<file path="src/rtl/fdc_pkg.sv">
package fdc_pkg;

    typedef enum logic [1:0] {
        PH_CMD  = 2'd0,
        PH_EXEC = 2'd1,
        PH_RES  = 2'd2
    } phase_t;

    typedef enum logic [1:0] {
        RG_STATUS = 2'd0,
        RG_DATA   = 2'd1,
        RG_MOTOR  = 2'd2,
        RG_RATE   = 2'd3
    } reg_sel_t;

    typedef struct packed {
        logic       rqm;
        logic       dio;
        logic       ndma;
        logic       busy;
        logic [3:0] rsvd;
    } status_t;

    localparam logic [7:0] OP_SPECIFY  = 8'h03;
    localparam logic [7:0] OP_SENSE    = 8'h08;
    localparam logic [7:0] OP_SEEK     = 8'h0F;
    localparam logic [7:0] RES_INVALID = 8'h80;
    localparam logic [7:0] ST0_RESET   = 8'hC0;
    localparam logic [7:0] ST0_SEEK    = 8'h20;
    localparam int         RES_MAX     = 2;

    localparam int MOTOR_RST_BIT = 2;
    localparam int MOTOR_IRQ_BIT = 3;
    localparam int RATE_RST_BIT  = 7;

    function automatic logic [1:0] param_count(input logic [7:0] op);
        return (op == OP_SPECIFY || op == OP_SEEK) ? 2'd2 : 2'd0;
    endfunction

    function automatic status_t phase_status(input phase_t ph, input logic busy, input logic held);
        status_t s;
        s = '0;
        if (!held) begin
            unique case (ph)
                PH_CMD:  begin s.rqm = 1'b1; s.busy = busy; end
                PH_EXEC: begin s.ndma = 1'b1; s.busy = 1'b1; end
                PH_RES:  begin s.rqm = 1'b1; s.dio = 1'b1; s.busy = 1'b1; end
                default: s = '0;
            endcase
        end
        return s;
    endfunction

endpackage

</file>
<file path="src/rtl/fdc_host_regs.sv">
module fdc_host_regs
    import fdc_pkg::*;
(
    input  logic       clk,
    input  logic       rst,
    input  logic       wr_en,
    input  logic       rd_en,
    input  logic [1:0] addr,
    input  logic [7:0] wdata,
    output logic [7:0] motor_q,
    output logic [1:0] rate_q,
    output logic       hold,
    output logic       dat_wr,
    output logic       dat_rd
);
    logic     rate_kick;
    reg_sel_t sel;

    assign sel    = reg_sel_t'(addr);
    assign dat_wr = wr_en && (sel == RG_DATA);
    assign dat_rd = rd_en && (sel == RG_DATA);
    assign hold   = !motor_q[MOTOR_RST_BIT] || rate_kick;

    always_ff @(posedge clk) begin
        if (rst) begin
            motor_q   <= '0;
            rate_q    <= 2'd2;
            rate_kick <= 1'b0;
        end else begin
            rate_kick <= 1'b0;
            if (wr_en && sel == RG_MOTOR) begin
                motor_q <= wdata;
            end
            if (wr_en && sel == RG_RATE) begin
                rate_q    <= wdata[1:0];
                rate_kick <= wdata[RATE_RST_BIT];
            end
        end
    end

endmodule

</file>
<file path="src/rtl/fdc_phase_fsm.sv">
module fdc_phase_fsm
    import fdc_pkg::*;
#(
    parameter int NDRV     = 4,
    parameter int EXEC_CYC = 4
) (
    input  logic       clk,
    input  logic       rst,
    input  logic       hold,
    input  logic       dat_wr,
    input  logic       dat_rd,
    input  logic [7:0] wdata,
    output logic [7:0] status_o,
    output logic [7:0] rd_byte,
    output logic       irq_pend,
    output logic       err_o
);
    localparam int DW = $clog2(NDRV);
    localparam int CW = $clog2(EXEC_CYC);
    localparam int RW = $clog2(RES_MAX);
    localparam logic [CW-1:0] EXEC_LAST = CW'(EXEC_CYC - 1);

    phase_t          phase;
    logic            busy;
    logic [1:0]      pcnt;
    logic [7:0]      opc;
    logic [7:0]      par1;
    logic [7:0]      tgt;
    logic [CW-1:0]   cnt;
    logic [7:0]      res_q [RES_MAX];
    logic [RW-1:0]   res_idx;
    logic [RW-1:0]   res_last;
    logic [NDRV-1:0] rst_pend;
    logic [NDRV-1:0] seek_pend;
    logic [7:0]      pcn [NDRV];
    logic            irq_f;
    logic            err_f;
    logic            armed;

    logic            pick_ok;
    logic            pick_rst;
    logic [DW-1:0]   pick_d;
    logic [DW-1:0]   seek_d;

    assign seek_d   = par1[DW-1:0];
    assign status_o = phase_status(phase, busy, hold);
    assign rd_byte  = (phase == PH_RES && !hold) ? res_q[res_idx] : 8'h00;
    assign irq_pend = irq_f;
    assign err_o    = err_f;

    // Reset events outrank seek events; within each, the lowest drive wins.
    always_comb begin
        pick_ok  = 1'b0;
        pick_rst = 1'b0;
        pick_d   = '0;
        for (int i = NDRV - 1; i >= 0; i--) begin
            if (seek_pend[i]) begin
                pick_ok = 1'b1;
                pick_d  = DW'(i);
            end
        end
        for (int i = NDRV - 1; i >= 0; i--) begin
            if (rst_pend[i]) begin
                pick_ok  = 1'b1;
                pick_rst = 1'b1;
                pick_d   = DW'(i);
            end
        end
    end

    always_ff @(posedge clk) begin
        if (rst || hold) begin
            phase     <= PH_CMD;
            busy      <= 1'b0;
            pcnt      <= '0;
            opc       <= '0;
            par1      <= '0;
            tgt       <= '0;
            cnt       <= '0;
            res_idx   <= '0;
            res_last  <= '0;
            rst_pend  <= '0;
            seek_pend <= '0;
            irq_f     <= 1'b0;
            err_f     <= 1'b0;
            armed     <= 1'b1;
            for (int i = 0; i < RES_MAX; i++) res_q[i] <= '0;
            for (int i = 0; i < NDRV; i++) pcn[i] <= '0;
        end else begin
            if (armed) begin
                armed    <= 1'b0;
                rst_pend <= '1;
                irq_f    <= 1'b1;
            end
            unique case (phase)
                PH_CMD: begin
                    if (dat_wr && !busy) begin
                        opc     <= wdata;
                        busy    <= 1'b1;
                        res_idx <= '0;
                        if (param_count(wdata) != 2'd0) begin
                            pcnt <= param_count(wdata);
                        end else if (wdata == OP_SENSE) begin
                            irq_f <= 1'b0;
                            phase <= PH_RES;
                            if (pick_ok) begin
                                res_q[0] <= (pick_rst ? ST0_RESET : ST0_SEEK) | 8'(pick_d);
                                res_q[1] <= pcn[pick_d];
                                res_last <= RW'(1);
                                if (pick_rst) rst_pend[pick_d]  <= 1'b0;
                                else          seek_pend[pick_d] <= 1'b0;
                            end else begin
                                res_q[0] <= RES_INVALID;
                                res_last <= '0;
                            end
                        end else begin
                            phase    <= PH_RES;
                            res_q[0] <= RES_INVALID;
                            res_last <= '0;
                        end
                    end else if (dat_wr) begin
                        pcnt <= pcnt - 2'd1;
                        if (pcnt == 2'd2) begin
                            par1 <= wdata;
                        end else if (opc == OP_SEEK) begin
                            tgt   <= wdata;
                            cnt   <= '0;
                            phase <= PH_EXEC;
                        end else begin
                            busy <= 1'b0;
                        end
                    end
                end
                PH_EXEC: begin
                    if (dat_wr) err_f <= 1'b1;
                    if (cnt == EXEC_LAST) begin
                        phase             <= PH_CMD;
                        busy              <= 1'b0;
                        pcn[seek_d]       <= tgt;
                        seek_pend[seek_d] <= 1'b1;
                        irq_f             <= 1'b1;
                    end else begin
                        cnt <= cnt + CW'(1);
                    end
                end
                PH_RES: begin
                    if (dat_wr) err_f <= 1'b1;
                    if (dat_rd) begin
                        if (res_idx == res_last) begin
                            phase   <= PH_CMD;
                            busy    <= 1'b0;
                            res_idx <= '0;
                        end else begin
                            res_idx <= res_idx + RW'(1);
                        end
                    end
                end
                default: phase <= PH_CMD;
            endcase
        end
    end

    AST_RES_EXIT: assert property (@(posedge clk) disable iff (rst)
        (!hold && phase == PH_RES && dat_rd && res_idx == res_last) |=> (status_o == 8'h80 || hold));

    AST_BAD_WR_FLAGS: assert property (@(posedge clk) disable iff (rst)
        (!hold && dat_wr && phase != PH_CMD) |=> err_f);

    AST_ERR_STICKY: assert property (@(posedge clk) disable iff (rst)
        (err_f && !hold) |=> err_f);

    AST_RELEASE_PEND: assert property (@(posedge clk) disable iff (rst)
        (armed && !hold && !dat_wr) |=> (irq_f && rst_pend == '1));

    AST_SENSE_CLEARS: assert property (@(posedge clk) disable iff (rst)
        (!hold && !armed && phase == PH_CMD && !busy && dat_wr && wdata == OP_SENSE)
        |=> (!irq_f && phase == PH_RES));

    AST_EXEC_DONE: assert property (@(posedge clk) disable iff (rst)
        (!hold && phase == PH_EXEC && cnt == EXEC_LAST) |=> (irq_f && phase == PH_CMD));

endmodule

</file>
<file path="src/rtl/fdc_phase_seq.sv">
module fdc_phase_seq
    import fdc_pkg::*;
#(
    parameter int NDRV     = 4,
    parameter int EXEC_CYC = 4
) (
    input  logic       clk,
    input  logic       rst,
    input  logic       wr_en,
    input  logic       rd_en,
    input  logic [1:0] addr,
    input  logic [7:0] wdata,
    output logic [7:0] rdata,
    output logic       irq,
    output logic       wr_err,
    output logic [1:0] drate
);
    logic [7:0] motor_q;
    logic [1:0] rate_q;
    logic       hold;
    logic       dat_wr;
    logic       dat_rd;
    logic [7:0] status_b;
    logic [7:0] rd_byte;
    logic       irq_pend;

    fdc_host_regs u_regs (
        .clk     (clk),
        .rst     (rst),
        .wr_en   (wr_en),
        .rd_en   (rd_en),
        .addr    (addr),
        .wdata   (wdata),
        .motor_q (motor_q),
        .rate_q  (rate_q),
        .hold    (hold),
        .dat_wr  (dat_wr),
        .dat_rd  (dat_rd)
    );

    fdc_phase_fsm #(
        .NDRV     (NDRV),
        .EXEC_CYC (EXEC_CYC)
    ) u_fsm (
        .clk      (clk),
        .rst      (rst),
        .hold     (hold),
        .dat_wr   (dat_wr),
        .dat_rd   (dat_rd),
        .wdata    (wdata),
        .status_o (status_b),
        .rd_byte  (rd_byte),
        .irq_pend (irq_pend),
        .err_o    (wr_err)
    );

    assign irq   = irq_pend && motor_q[MOTOR_IRQ_BIT];
    assign drate = rate_q;

    always_comb begin
        unique case (reg_sel_t'(addr))
            RG_STATUS: rdata = status_b;
            RG_DATA:   rdata = rd_byte;
            RG_MOTOR:  rdata = motor_q;
            RG_RATE:   rdata = {6'd0, rate_q};
            default:   rdata = 8'h00;
        endcase
    end

endmodule

</file>
<file path="config.mk">
export PLATFORM = sky130hd
export DESIGN_NAME = fdc_phase_seq
export DESIGN_NICKNAME = d
export VERILOG_FILES = /design/src/rtl/fdc_pkg.sv /design/src/rtl/fdc_host_regs.sv /design/src/rtl/fdc_phase_fsm.sv /design/src/rtl/fdc_phase_seq.sv
export SDC_FILE = /design/constraint.sdc
export NUM_CORES = 1
export LEC_CHECK = 0
export BUFFER_PORTS_ARGS = -buffer_cell sky130_fd_sc_hd__buf_4
export CORE_AREA = 5 5 129 131
export DETAILED_ROUTE_END_ITERATION = 7
export DIE_AREA = 0 0 134 136
export HOLD_SLACK_MARGIN = 0.02
export PLACE_DENSITY = 0.45
export SKIP_CTS_REPAIR_TIMING = 1
export SLEW_MARGIN = 40
export SYNTH_ARGS = -nofsm -noshare
export SYNTH_HDL_FRONTEND = slang
export SYNTH_SLANG_ARGS = --single-unit
</file>
<file path="constraint.sdc">
create_clock -name clk -period 3.6 [get_ports clk]
set_input_delay 0.36 -clock clk [delete_from_list [all_inputs] [get_ports clk]]
set_output_delay 0.36 -clock clk [all_outputs]
set_load 0.01 [all_outputs]
</file>
==> summary by stage <==
Status
The flow ran to the end, and the final reports show no timing, DRC or antenna violations.

Logic synthesis
The share of synthesized registers carrying an async set or reset is 0%. Ranked by total cell area, the synthesized netlist is headed by edfxtp_1 (27%), dfxtp_1 (25%), mux2i_1 (5.8%), nor2_1 (3.9%), and2_1 (2.4%). When the netlist entered floorplanning its net count stood at between 400 and 500. During synthesis, Yosys emitted a total of 0 warnings. Counting flops and latches in the post-synthesis netlist gives 95.

The post-synthesis area per instance is 10.5 um^2. The netlist uses 68 different library cells. The gate count of the mapped netlist is 426.

Among all flip-flop cells after synthesis, the most frequent one is dfxtp_1. The cell type with the largest total area after synthesis is edfxtp_1. The netlist area before placement is roughly 4500 um^2. The share of synthesized area occupied by flip-flops and latches is a little over 50%.

The top cell type by area accounts for between 20 and 30% of the synthesized area. Counting flops with a built-in enable in the synthesized netlist gives 40.

Setup path
Counting both buffers and inverters, the worst setup path holds a total of 2. Traced cell by cell, the critical path runs through inv_1, a221oi_1, buf_4, mux2_2, a222oi_1, nor2_1. The worst setup path is captured at a flop. The end of the worst register-to-register path is u_fsm.res_q[1][0].

The stage delay of the slowest cell on the critical path is between 500 and 600 ps. The worst setup path is launched from a flop. For the worst flop-to-flop path, the logic depth is 6.

The maximum fanout along the worst path is 7. At the worst endpoint, the required time is 3680 ps. The worst setup path is of the reg -> reg kind. The worst register-to-register path begins at u_fsm.rst_pend[3]. For the worst setup path, the data arrival time is between 2000 and 3000 ps. The register-to-register setup slack is 1040 ps. The slowest stage cell on the critical path is a221oi_1.

The kind of cell adding the most delay to the critical path is compound AO/OA/AOI/OAI gates.

CTS
Clock tree synthesis selected as its root buffer the cell clkbuf_16. The level count of the clock H-tree is 3. Clock latency on the worst-skew pair, taken at its later pin, is between 300 and 400 ps. Clock tree synthesis found a total of 95 sinks. The CTS tree is done.

The clock slew at the register clock pins of the worst setup and hold paths is about 70 ps. In this run, CTS created clock tree buffers numbering 9. The maximum buffer depth of the clock tree is 2.

Floorplanning
The die footprint is around 18000 um^2. In this run the count of I/O pins placed on the die edge is 26. The starting density of the core is between 20% and 30%. The height of the die is 136 um. In this run the horizontal extent of the chip is 134 um.

After floorplanning, the core was divided into 46 placement rows. The core area is 15500 um^2.

Finish
After filler insertion, the fill cell instance count of the layout stands at 1540. The count of cells in the finished layout, fillers not included, comes to around 650. 0 antenna diodes ended up in the layout. Cells with a size suffix above 1 make up 16.7% of the layout.

The area growth from synthesis to layout is 15.6%. The final layout net count is 470.

Route
The remaining antenna violation count after routing is 0. The first detailed-routing pass took 5 iterations. The vias after detailed routing is about 3400. The post-detailed-route DRC marker count is 0. Dividing the detail-routed wire length by the instance count gives between 15 and 20 um. The final wirelength is 12.5 mm. After the first detailed-routing iteration, the DRC count stood at 277.

The vias per cell is 5.25.

Timing
The routed design could run at a clock period as short as 2560 ps. The pin slew with the least headroom to its limit is 802 ps. The final hold violation count is 0. For the final database, setup skew stands at between 7 and 8 ps. The number of endpoints failing setup at the final stage is 0. After layout, the worst path uses 71.1% of the clock period.

In the post-route analysis, the smallest setup slack over all paths is 1040 ps. The number of max-slew violations in the final report is 0. Setup repair after global routing left no endpoint under its margin.

The highest clock frequency the design can meet is 391 MHz. Summed over all failing endpoints, the final setup total negative slack is 0 ps. The worst-case headroom to the max-slew limit is 46.4%.

Placement
The count of buffers added on input and output ports is 25. Prior to clock tree synthesis, the placed netlist has a worst setup slack of 1050 ps. The routability-driven placement congestion ratio is approximately 0.8. Detailed placement finished with a half-perimeter wire length of 8.86 mm. The number of placed instances, taps included is between 600 and 700.

Pwr
Overall power consumption after layout is estimated at 0.00216 W. For this design the ratio of total power to cell area is 419 nW/um^2. VDD sags by at most between 0.2 and 0.25 mV. The static leakage power is between 1.5 and 2 nW.

Hold path
The hold path startpoint is rst. The hold-critical path depth is 2. The path with the worst hold slack has its endpoint at u_regs.motor_q[0]. The min-delay analysis places its worst path in the category in -> reg.

Global route
The number of antenna violations at the first check in global routing is 0. Entering global routing, the biggest net connects 35 pins. The first global-routing pass estimated 19.3 mm of wire. The via count of the first global-routing pass came to approximately 3300. In the global route stage, overall resource usage came out at around 14%. Summed over all layers, the global routing overflow is 0.

Run
Max-cap violations in this run came to 0.
-- logic make-up (layout without fill, tap and decap cells) --
| logic type | Yosys count | in the layout | synth area share, % |
|---|---|---|---|
| flip-flops | 95 | 95 | 51.5 |
| AND/OR/NAND/NOR | 169 | 169 | 21.0 |
| adder cells (fa/ha/maj) | 7 | 7 | 1.96 |
| XOR/XNOR | 1 | 1 | 0.196 |
| multiplexers | 34 | 34 | 7.84 |
| buffers and inverters | 37 | 65 | 3.42 |
| AO/OA/AOI/OAI | 83 | 83 | 14.0 |
-- cells in the mapped netlist (3+ instances only) --
| cell type | number |
|---|---|
| a211oi_1 | 7 |
| a21oi_1 | 18 |
| a221oi_1 | 3 |
| a222oi_1 | 9 |
| a22oi_1 | 3 |
| a31oi_1 | 4 |
| and2_1 | 17 |
| and3_1 | 17 |
| buf_1 | 3 |
| buf_2 | 5 |
| clkbuf_1 | 12 |
| dfxtp_1 | 55 |
| edfxtp_1 | 40 |
| ha_1 | 7 |
| inv_1 | 15 |
| mux2_1 | 3 |
| mux2_2 | 5 |
| mux2i_1 | 26 |
| nand2_1 | 26 |
| nand2b_1 | 4 |
| nand3_1 | 19 |
| nand4_1 | 3 |
| nor2_1 | 46 |
| nor2b_1 | 5 |
| nor3_1 | 7 |
| nor4_1 | 3 |
| o21ai_0 | 13 |
| o31ai_1 | 4 |
-- metal layers --
layer / GRT usage, % / share of wire, %
met3: 3.15 / 3.9
met1: 18.2 / 46
met4: 4.17 / 1.1
met5: 0 / 0
met2: 23.6 / 49
-- placed cells by master, fill, tap and decap left out, drive strengths merged, types with 3 or more instances in the layout --
cell type and count:
a211oi 8, a21oi 19, a221oi 3, a222oi 9, a22oi 3, a31oi 4
and2 17, and3 18, buf 33, clkbuf 9, dfxtp 55, edfxtp 40
ha 7, inv 19, mux2 8, mux2i 26, nand2 26, nand2b 4
nand3 20, nand4 3, nor2 47, nor2b 6, nor3 9, nor4 4
nor4b 3, o21ai 13, o31ai 4, or4 3
-- stage by stage --
step | instance area (um^2) | hold slack (ps) | util [%]
floorplan | 4470 | 432 | -
global placement | 4860 | 442 | 31.4
detailed placement | 4880 | 449 | 31.5
CTS | 5160 | 265 | 33.3
global route | 5160 | 276 | 33.3
finish | 5160 | 275 | 33.3
-- worst max path at each step --
stage                     depth (start not counted)           endpoint         startpoint
after CTS                                         7           rdata[4]     u_fsm.phase[1]
after global routing                              6  u_fsm.res_q[1][0]  u_fsm.rst_pend[3]
after global placement                            6  u_fsm.res_q[1][6]  u_fsm.rst_pend[3]
after floorplan                                   8           rdata[4]     u_fsm.phase[0]
after detailed placement                          6  u_fsm.res_q[1][0]  u_fsm.rst_pend[3]
final                                             6  u_fsm.res_q[1][0]  u_fsm.rst_pend[3]
-- registers in the layout, summed over array words and instances, names as in the netlist, named ones only --
register,flops
u_fsm.armed,1
u_fsm.busy,1
u_fsm.cnt,2
u_fsm.err_o,1
u_fsm.irq_pend,1
u_fsm.opc,8
u_fsm.par1,2
u_fsm.pcn,32
u_fsm.pcnt,2
u_fsm.phase,2
u_fsm.res_idx,1
u_fsm.res_last,1
u_fsm.res_q,13
u_fsm.rst_pend,4
u_fsm.seek_pend,4
u_fsm.tgt,8
u_regs.motor_q,8
u_regs.rate_kick,1
u_regs.rate_q,2
-- worst register-to-register path, cell delays in order (launching register included) --
cell	delay (ps)
dfxtp_1	490
inv_1	70
a221oi_1	550
buf_4	270
mux2_2	350
a222oi_1	480
nor2_1	100
-- power by group --
group          switching (W)  total, W  leakage [nW]  internal, W
clock network       0.000448  0.000924         0.133     0.000476
logic              0.0000654  0.000104         0.868    0.0000389
registers         0.00000810   0.00114         0.931      0.00113
total               0.000522   0.00216          1.93      0.00164
-- cell type report --
class                   instances  area [um^2]  share of cell area (%)
clock buffers                   9          225                    4.36
clock inverters                 7         55.1                    1.07
inverters                      16         60.1                    1.16
multi-input cells             294         2030                    39.4
flip-flops and latches         95         2300                    44.6
well taps                     192          240                    4.65
repair buffers                 33          248                    4.80
(Power assumes the default switching activity.)
